[config.mk]
export PLATFORM = sky130hd
export DESIGN_NAME = dma2d_addr_gen
export DESIGN_NICKNAME = d
export VERILOG_FILES = /design/src/rtl/dma2d_pkg.sv /design/src/rtl/dma2d_cfg_check.sv /design/src/rtl/dma2d_step_add.sv /design/src/rtl/dma2d_addr_gen.sv
export SDC_FILE = /design/constraint.sdc
export NUM_CORES = 1
export LEC_CHECK = 0
export BUFFER_PORTS_ARGS = -buffer_cell sky130_fd_sc_hd__buf_2
export CAP_MARGIN = 15
export CORE_MARGIN = 2
export CORE_UTILIZATION = 35
export CTS_CLUSTER_DIAMETER = 80
export DETAILED_ROUTE_END_ITERATION = 10
export GPL_ROUTABILITY_DRIVEN = 0
export GPL_TIMING_DRIVEN = 0
export HOLD_SLACK_MARGIN = 0.06
export SLEW_MARGIN = 25
export SYNTH_ARGS = -nofsm -noshare
export SYNTH_HDL_FRONTEND = slang
export SYNTH_SLANG_ARGS = --single-unit
export TNS_END_PERCENT = 30
[constraint.sdc]
create_clock -name clk -period 4.54 [get_ports clk]
set_input_delay 0 -clock clk [delete_from_list [all_inputs] [get_ports clk]]
set_output_delay 0 -clock clk [all_outputs]
set_load 0.02 [all_outputs]
[src/rtl/dma2d_pkg.sv]
package dma2d_pkg;

    typedef enum logic [1:0] {
        STEP_ITEM = 2'd0,
        STEP_ROW  = 2'd1,
        STEP_NONE = 2'd2
    } step_sel_e;

    // Low-bit mask that must be clear for a value aligned to the word size.
    function automatic logic [2:0] align_mask(input logic [1:0] wsize);
        case (wsize)
            2'd0:    align_mask = 3'b000;
            2'd1:    align_mask = 3'b001;
            2'd2:    align_mask = 3'b011;
            default: align_mask = 3'b111;
        endcase
    endfunction

endpackage

[src/rtl/dma2d_cfg_check.sv]
module dma2d_cfg_check #(
    parameter int ADDR_W = 32,
    parameter int STEP_W = 16,
    parameter int CNT_W  = 16
) (
    input  logic [ADDR_W-1:0] base,
    input  logic [STEP_W-1:0] item_step,
    input  logic [STEP_W-1:0] row_step,
    input  logic [CNT_W-1:0]  row_len,
    input  logic [CNT_W-1:0]  rows,
    input  logic [1:0]        wsize,
    output logic              bad
);
    localparam int LOWB = 3;

    logic [LOWB-1:0] mask;
    logic            misaligned;
    logic            bad_count;

    always_comb begin
        mask       = dma2d_pkg::align_mask(wsize);
        misaligned = |(base[LOWB-1:0] & mask)
                   | |(item_step[LOWB-1:0] & mask)
                   | |(row_step[LOWB-1:0] & mask);
        bad_count  = (row_len < CNT_W'(2)) | (rows == '0);
        bad        = misaligned | bad_count;
    end

    // a one-item row can never be accepted
    always_comb begin
        if (row_len == CNT_W'(1)) begin
            a_r3_short_row: assert (bad);
        end
    end
endmodule

[src/rtl/dma2d_step_add.sv]
module dma2d_step_add #(
    parameter int ADDR_W = 32,
    parameter int STEP_W = 16
) (
    input  logic [ADDR_W-1:0]     addr_cur,
    input  logic [STEP_W-1:0]     item_step,
    input  logic [STEP_W-1:0]     row_step,
    input  dma2d_pkg::step_sel_e  sel,
    output logic [ADDR_W-1:0]     addr_nxt
);
    logic [STEP_W-1:0] step_raw;
    logic [ADDR_W-1:0] step_ext;

    always_comb begin
        case (sel)
            dma2d_pkg::STEP_ITEM: step_raw = item_step;
            dma2d_pkg::STEP_ROW:  step_raw = row_step;
            default:              step_raw = '0;
        endcase
        step_ext = ADDR_W'($signed(step_raw));
        addr_nxt = addr_cur + step_ext;
    end

    // the final step never moves the address
    always_comb begin
        if (sel == dma2d_pkg::STEP_NONE) begin
            a_r6_hold_addr: assert (addr_nxt == addr_cur);
        end
    end
endmodule

[src/rtl/dma2d_addr_gen.sv]
module dma2d_addr_gen #(
    parameter int ADDR_W = 32,
    parameter int STEP_W = 16,
    parameter int CNT_W  = 16
) (
    input  logic              clk,
    input  logic              rst_n,
    input  logic              start,
    input  logic [ADDR_W-1:0] cfg_base,
    input  logic [CNT_W-1:0]  cfg_row_len,
    input  logic [STEP_W-1:0] cfg_item_step,
    input  logic [CNT_W-1:0]  cfg_rows,
    input  logic [STEP_W-1:0] cfg_row_step,
    input  logic [1:0]        cfg_wsize,
    input  logic              cfg_reload,
    input  logic              cfg_irq_row,
    input  logic              xfer_done,
    output logic [ADDR_W-1:0] addr,
    output logic              busy,
    output logic              done,
    output logic              cfg_err,
    output logic              row_end,
    output logic              unit_end,
    output logic              irq
);
    import dma2d_pkg::*;

    localparam logic [CNT_W-1:0] CNT_ONE = CNT_W'(1);

    typedef struct packed {
        logic [ADDR_W-1:0] base;
        logic [STEP_W-1:0] istep;
        logic [STEP_W-1:0] rstep;
        logic [CNT_W-1:0]  rlen;
        logic [CNT_W-1:0]  rows;
        logic              reload;
        logic              irq_row;
    } cfg_t;

    typedef struct packed {
        cfg_t              cfg;
        logic [ADDR_W-1:0] addr;
        logic [CNT_W-1:0]  icnt;
        logic [CNT_W-1:0]  rcnt;
        logic              busy;
        logic              done;
        logic              err;
        logic              row_end;
        logic              unit_end;
        logic              irq;
    } state_t;

    state_t            st_d, st_q;
    step_sel_e         sel;
    logic [ADDR_W-1:0] addr_stepped;
    logic              cfg_bad;

    dma2d_cfg_check #(.ADDR_W(ADDR_W), .STEP_W(STEP_W), .CNT_W(CNT_W)) i_check (
        .base      (cfg_base),
        .item_step (cfg_item_step),
        .row_step  (cfg_row_step),
        .row_len   (cfg_row_len),
        .rows      (cfg_rows),
        .wsize     (cfg_wsize),
        .bad       (cfg_bad)
    );

    always_comb begin
        if (st_q.icnt != CNT_ONE)      sel = STEP_ITEM;
        else if (st_q.rcnt != CNT_ONE) sel = STEP_ROW;
        else                           sel = STEP_NONE;
    end

    dma2d_step_add #(.ADDR_W(ADDR_W), .STEP_W(STEP_W)) i_add (
        .addr_cur  (st_q.addr),
        .item_step (st_q.cfg.istep),
        .row_step  (st_q.cfg.rstep),
        .sel       (sel),
        .addr_nxt  (addr_stepped)
    );

    always_comb begin
        st_d          = st_q;
        st_d.row_end  = 1'b0;
        st_d.unit_end = 1'b0;
        st_d.irq      = 1'b0;
        if (start) begin
            st_d.done = 1'b0;
            if (cfg_bad) begin
                st_d.err  = 1'b1;
                st_d.busy = 1'b0;
            end else begin
                st_d.err         = 1'b0;
                st_d.busy        = 1'b1;
                st_d.cfg.base    = cfg_base;
                st_d.cfg.istep   = cfg_item_step;
                st_d.cfg.rstep   = cfg_row_step;
                st_d.cfg.rlen    = cfg_row_len;
                st_d.cfg.rows    = cfg_rows;
                st_d.cfg.reload  = cfg_reload;
                st_d.cfg.irq_row = cfg_irq_row;
                st_d.addr        = cfg_base;
                st_d.icnt        = cfg_row_len;
                st_d.rcnt        = cfg_rows;
            end
        end else if (st_q.busy && xfer_done) begin
            st_d.addr = addr_stepped;
            case (sel)
                STEP_ITEM: begin
                    st_d.icnt = st_q.icnt - CNT_ONE;
                end
                STEP_ROW: begin
                    st_d.icnt    = st_q.cfg.rlen;
                    st_d.rcnt    = st_q.rcnt - CNT_ONE;
                    st_d.row_end = 1'b1;
                    st_d.irq     = st_q.cfg.irq_row;
                end
                default: begin
                    st_d.row_end  = 1'b1;
                    st_d.unit_end = 1'b1;
                    st_d.irq      = 1'b1;
                    if (st_q.cfg.reload) begin
                        st_d.addr = st_q.cfg.base;
                        st_d.icnt = st_q.cfg.rlen;
                        st_d.rcnt = st_q.cfg.rows;
                    end else begin
                        st_d.busy = 1'b0;
                        st_d.done = 1'b1;
                    end
                end
            endcase
        end
    end

    always_ff @(posedge clk or negedge rst_n) begin
        if (!rst_n) st_q <= '0;
        else        st_q <= st_d;
    end

    assign addr     = st_q.addr;
    assign busy     = st_q.busy;
    assign done     = st_q.done;
    assign cfg_err  = st_q.err;
    assign row_end  = st_q.row_end;
    assign unit_end = st_q.unit_end;
    assign irq      = st_q.irq;

    a_r4_item_step: assert property (@(posedge clk) disable iff (!rst_n)
        (busy && xfer_done && !start && st_q.icnt != CNT_ONE)
        |=> (addr == $past(addr) + ADDR_W'($signed($past(st_q.cfg.istep)))));

    a_r6_unit_end_row_end: assert property (@(posedge clk) disable iff (!rst_n)
        unit_end |-> row_end);

    a_r3_err_not_busy: assert property (@(posedge clk) disable iff (!rst_n)
        cfg_err |-> !busy);

    a_r9_idle_ignores: assert property (@(posedge clk) disable iff (!rst_n)
        (!busy && !start) |=> ($stable(addr) && !busy && !row_end));

    a_r8_irq_source: assert property (@(posedge clk) disable iff (!rst_n)
        irq |-> row_end);

    a_r6_done_excl_busy: assert property (@(posedge clk) disable iff (!rst_n)
        !(done && busy));
endmodule

Word level (Yosys, flattened, before mapping)

Cells that the tools add are included.

Divide/modulo/power cells: 0
Reductions and logical operators: 16
$mul: 0
Muxes and demuxes: 20
Equal/unequal tests: 9
Shifts and indexed selects: 0
Bitwise gates (word level): 8
$lt $le $gt $ge: 1
Add/sub/neg operators: 3

Operators with widths:

| kind                                                        | count |
|---|---|
| two-way mux 66 bit                                          | 2 |
| two-way mux 64 bit                                          | 2 |
| case mux 16 bit (2 select lines)                            | 3 |
| adder 32 bit                                                | 1 |
| two-way mux 32 bit                                          | 1 |
| != test 16 x 1 -> 1 bit, second input constant              | 2 |
| subtractor 16 x 1 -> 16 bit, second input constant          | 2 |
| zero test 16 bit                                            | 1 |
| less-than comparator 16 x 2 -> 1 bit, second input constant | 1 |
| bitwise AND 3 bit                                           | 3 |
| case mux 3 bit (3 select lines)                             | 1 |
| OR reduction 3 bit                                          | 3 |
| two-way mux 2 bit                                           | 4 |
| two-way mux 3 bit                                           | 2 |
| != test 2 bit, second input constant                        | 3 |
| AND reduction 3 bit                                         | 2 |
| equality test 2 x 1 -> 1 bit, second input constant         | 2 |
| zero test 2 bit                                             | 2 |
| two-way mux 1 bit                                           | 4 |
| bitwise OR 1 bit                                            | 4 |
| AND reduction 2 bit                                         | 2 |
| AND reduction 4 bit                                         | 1 |
| nonzero test 4 bit                                          | 1 |
| nonzero test 3 bit                                          | 1 |
| 7 further kinds                                             | 7 |

Latch bits: 0
Flip-flop bits (word level): 168
Bits of input ports: 104
Bits in writable memories: 0
Output and inout port bits: 38
Word-level logic and storage cells: 73
Memory bits (read-only): 0
Memories: 0

Longest topological paths before layout

Depth after elaboration: 10
Mapped depth: 21

By module

A second synthesis with hierarchy kept.

Cell total of the unflattened synthesis: 1290
Area total of the unflattened synthesis: 10598.9 µm²

Modules (own cells, without submodules):

| module          | instances | cells an instance | area an instance (µm²) |
|---|---|---|---|
| dma2d_addr_gen  | 1         | 998               | 8421.8 |
| dma2d_step_add  | 1         | 277               | 2068.2 |
| dma2d_cfg_check | 1         | 15                | 108.9 |

Least setup slack after synthesis

No wires, ideal clock.

Path type: flip-flop to flip-flop
Start: reg st_q[30] (netlist bit)
End: reg st_q, in the netlist addr[28]
Path buffers: 3
Period minus slack after synthesis: 3.958 ns
Slack: 0.582 ns
Cell stages (with the launch flop): 19
Setup time: 0.137 ns
Data arrival time: 3.821 ns
Cell sequence: dfrtp_1 -> or4_4 -> nor2_2 -> and3_1 -> buf_4 -> buf_2 -> buf_2 -> nand3_1 -> nand2_1 -> ha_1 -> o21a_1 -> o2111ai_1 -> o221ai_2 -> a31oi_1 -> o21ai_1 -> a211o_1 -> xor2_1 -> mux2i_1 -> o211ai_1

Longest elaborated chain between the ends: 9

RTL lines:

| item                                                            | RTL line                                    | source |
|---|---|---|
| from (decl)                                                     | dma2d_addr_gen.sv:53                        | `state_t st_d, st_q;` |
| from (signal assigned)                                          | dma2d_addr_gen.sv:137                       | `else st_q <= st_d;` |
| != test 16 x 1 -> 1 bit (*)                                     | dma2d_addr_gen.sv:69                        | `if (st_q.icnt != CNT_ONE) sel = STEP_ITEM;` |
| two-way mux 2 bit (*)                                           | dma2d_addr_gen.sv:69                        |  |
| equality test 2 x 1 -> 1 bit or zero test 2 bit (tied branches) | dma2d_step_add.sv:15, dma2d_addr_gen.sv:108 |  |
| case mux 16 bit (2 select lines)                                | dma2d_step_add.sv:15                        | `case (sel)` |
| adder 32 bit                                                    | dma2d_step_add.sv:21                        | `addr_nxt = addr_cur + step_ext;` |
| two-way mux 64 bit                                              | dma2d_addr_gen.sv:122                       | `if (st_q.cfg.reload) begin` |
| two-way mux 32 bit (*)                                          | dma2d_addr_gen.sv:108                       | `case (sel)` |
| two-way mux 66 bit (*)                                          | dma2d_addr_gen.sv:106                       | `end else if (st_q.busy && xfer_done) begin` |
| two-way mux 66 bit (*)                                          | dma2d_addr_gen.sv:87                        | `if (start) begin` |

Mark *: on every way between the ends. The rest lies on a longest branch, timed or not. The select of a mux whose other input is x is not followed.
A chain may end at the register's enable or synchronous reset.

Final worst setup path

Start: reg st_q[30] (netlist bit)
End: reg st_q, in the netlist addr[29]

The elaborated chain is that of the path after synthesis.

==> reports/metrics.cfg <==
[clocking]
cts_tree=built
cts_inserted_buffers=17
root_buffer=clkbuf_16
clkLatencyLatePin_ns=0.44
htreeDepth=4
clock_sinks=168
clk_pin_slew_ns=0.07
clk_path_buf_depth=2

[timing]
fin_crit_ns=4.339
fmax_ghz=0.2305
period_share_pct=95.57
final_max_slew_viol_count=0
hold_violations=0
slew_headroom_pct=33.31
setup_viol=0
setup_slack_ns=0.2011
tns_ns=0
finalClockSkew_ns=0.01287
holdWs_ns=0.1497
worst_pin_slew_ns=1.000

[setup_path]
path_max_fanout=10
required_ns=4.83
cpPeakStageDelay_ns=0.60
critical_path.top_delay_family=simple AND/OR/NAND/NOR gates
startpoint_type=flop
cp_slowest_cell=or4_4
path_cells=or4_4 > nor2_4 > nand3_4 > buf_6 > buf_2 > nand2_1 > nand2_1 > ha_1 > clkbuf_1 > nand4_1 > o31ai_4 > a31oi_4 > o21bai_1 > a41oi_2 > mux2i_1 > o211ai_1
arrival_ns=4.63
cpMostUsedCell=nand2_1
path_buf_inv=3
cp-end-kind=flop
crit_type=flop to flop

[placed_design]
pre_cts_ws_ns=-0.2753
io_buffers=141
dpl.hpwl_um=23650
dpl.cell_count=1654

[logic_synthesis]
syn_inst=1122
ys.flop_type=dfrtp_1
ys_seq_area_share_pct=40.47
synth_cell_type_count=72
synth.avg_cell_area_um2=9.258
muxShareOfSynthArea_pct=12.68
syn_area_um2=10390
async_flop_share_pct=100.0
syn_nets=1262
yosysWarnings=0
synth_compound_area_share_pct=16.44
synth_xor_area_share_pct=3.626
synth_top_family_by_area=simple AND/OR/NAND/NOR gates
synth-seq-cells=168
yosys.area_share.adder_pct=4.409
synth_edf_count=0
synthSimpleGateAreaFrac_pct=16.66

[power_and_ir_drop]
combPwrFrac_pct=50.1
switching_power_uw=3115
power.share.clock_pct=19.0
leakage_uw=0.006070
vdd_drop_max_mv=0.2635
power.density_nw_per_um2=563.6
p_int_uw=4434
swShare_pct=41.27
p_seq_share_pct=30.8

[floorplanning]
die_y_um=176.3
die_width_um=176.3
ioPinCount=142
start_util_pct=35.33
fp-row-count=63
dieArea_um2=31070
core_um2=29400

[route]
ant_nets=0
drt_first_pass_iters=5
totalWireLength_um=33160
vias=9503
wl_per_cell_um=18.54
drt_iter0_markers=579
viasPerCell=5.315
drc=0

[finish]
instances_no_fill=1788
n_fill_cell=2829
nets=1526
syn2layout_area_growth_pct=28.94
final_layout_size_suffix_gt1_share_pct=26.32
diodes=0

[global_route]
grt_util_all_layers_pct=21.52
top_usage_layer=met2
grt_pass1_vias=9207
antenna_found_initial=0
grt_max_degree=89
grt_overflow=0
grt_pass1_wl_um=51510
use_met1_pct=29.42
gr-usage-met2_pct=35.33
gr-usage-met3_pct=2.606

[outcome]
status=finished clean

[flow_run]
maxCapViolCount=0

[hold_path]
worstHoldPathType=input port to asynchronous set/reset pin

==> cells by family after synthesis <==
kind of cell    count (synthesis)
compound gates                287
xor+xnor                       43
simple gates                  358
flops                         168
buf+inv                       110
fa+ha+maj                      36
mux                           120
==> sequential cells by signal, indices dropped and copies added (netlist names) <==
| signal | cells |
|---|---|
| addr | 32 |
| cfg_err | 1 |
| irq | 1 |
| st_q | 130 |
| done | 1 |
| busy | 1 |
| unit_end | 1 |
| row_end | 1 |
==> path summary, 6_finish.rpt <==
kind,start,to,slack (ns),cells after the start
max in group asynchronous,rst_n,st_q[151],3.52,3
min reg2reg,cfg_err,cfg_err,0.48,1
max reg2reg,st_q[30],addr[29],0.20,16
min in group clk,cfg_item_step[4],st_q[124],0.33,3
min,rst_n,st_q[84],0.15,2
max,st_q[30],addr[29],0.20,16
==> metrics by stage <==
stage | cell area, um2 | power, uW | utilization [%]
CTS | 13270 | 7454 | 45.13
finish | 13390 | 7550 | 45.56
global placement | 11580 | 5800 | 39.39
floorplan | 10390 | 4990 | -
detailed placement | 11620 | 5871 | 39.52
global route | 13390 | 8096 | 45.56
==> metal layers <==
metal,routed length (um),part of all wire (%)
met5,0,0
met4,826,2.5
met3,1650,5.0
met2,15720,47
met1,14960,45
==> cell type report <==
| class | instances | area, um2 | share of cell area, % |
|---|---|---|---|
| buffer | 93 | 555.5 | 4.148 |
| multi-input combinational | 844 | 5731 | 42.78 |
| sequential | 168 | 4205 | 31.40 |
| tap | 390 | 488.0 | 3.643 |
| timing repair buffer | 247 | 1784 | 13.32 |
| clock buffer | 19 | 452.9 | 3.382 |
| inverter | 15 | 60.06 | 0.4484 |
| clock inverter | 12 | 117.6 | 0.8781 |
==> power by group through the flow <==
stage	sequential [uW]	combinational (uW)	clock, uW
2_1_floorplan	2220	2770	0
3_3_place_gp	2320	3480	0
3_5_place_dp	2340	3540	0
4_1_cts	2310	3670	1470
5_1_grt	2380	4190	1520
6_report	2330	3780	1440
==> cell usage after synthesis, types with 4 or more instances <==
library cell    n  area (um2)
nor2_1         61       229.0
a21o_1         23       172.7
nand2_1       147       551.8
inv_1          15       56.30
xor2_1         19       166.4
o21a_1          5       37.54
a211oi_1        9       67.56
mux2_2         93        1047
nand3_1        43       215.2
o21ai_1        33       165.2
nor4_1         15       93.84
mux2i_1        27       270.3
and3_1         16       100.1
o21bai_1        5       37.54
nor2b_1         7       43.79
o31ai_1         7       52.55
nand2b_1        6       37.54
buf_2          18       90.09
o21ai_0        70       350.3
a21oi_1        94       470.5
clkbuf_1       33       123.9
dfrtp_1       168        4204
buf_4          35       262.8
buf_1           6       22.52
xnor2_1        24       210.2
or3_1           9       56.30
o211ai_1        4       30.03
nand4_1         4       25.02
nor3_1         22       110.1
ha_1           35       437.9
a31oi_1        11       68.82
==> cells in the final DEF, fill, tap and decap left out, drive strengths merged, types with 46 or more instances in the layout <==
master,n
a21oi,94
nand2,149
dfrtp,168
buf,209
mux2,93
nand3,46
o21ai,104
clkbuf,49
nor2,63
dlygate4sd3,101
==> repair_timing <==
item,CTS,global route
endpoints found under the hold margin,244,0
gates resized for setup,11,28
pin swaps,0,2
buffers inserted,3,1
hold buffers,101,0
setup endpoints to repair,11,14
(Power assumes the default switching activity.)
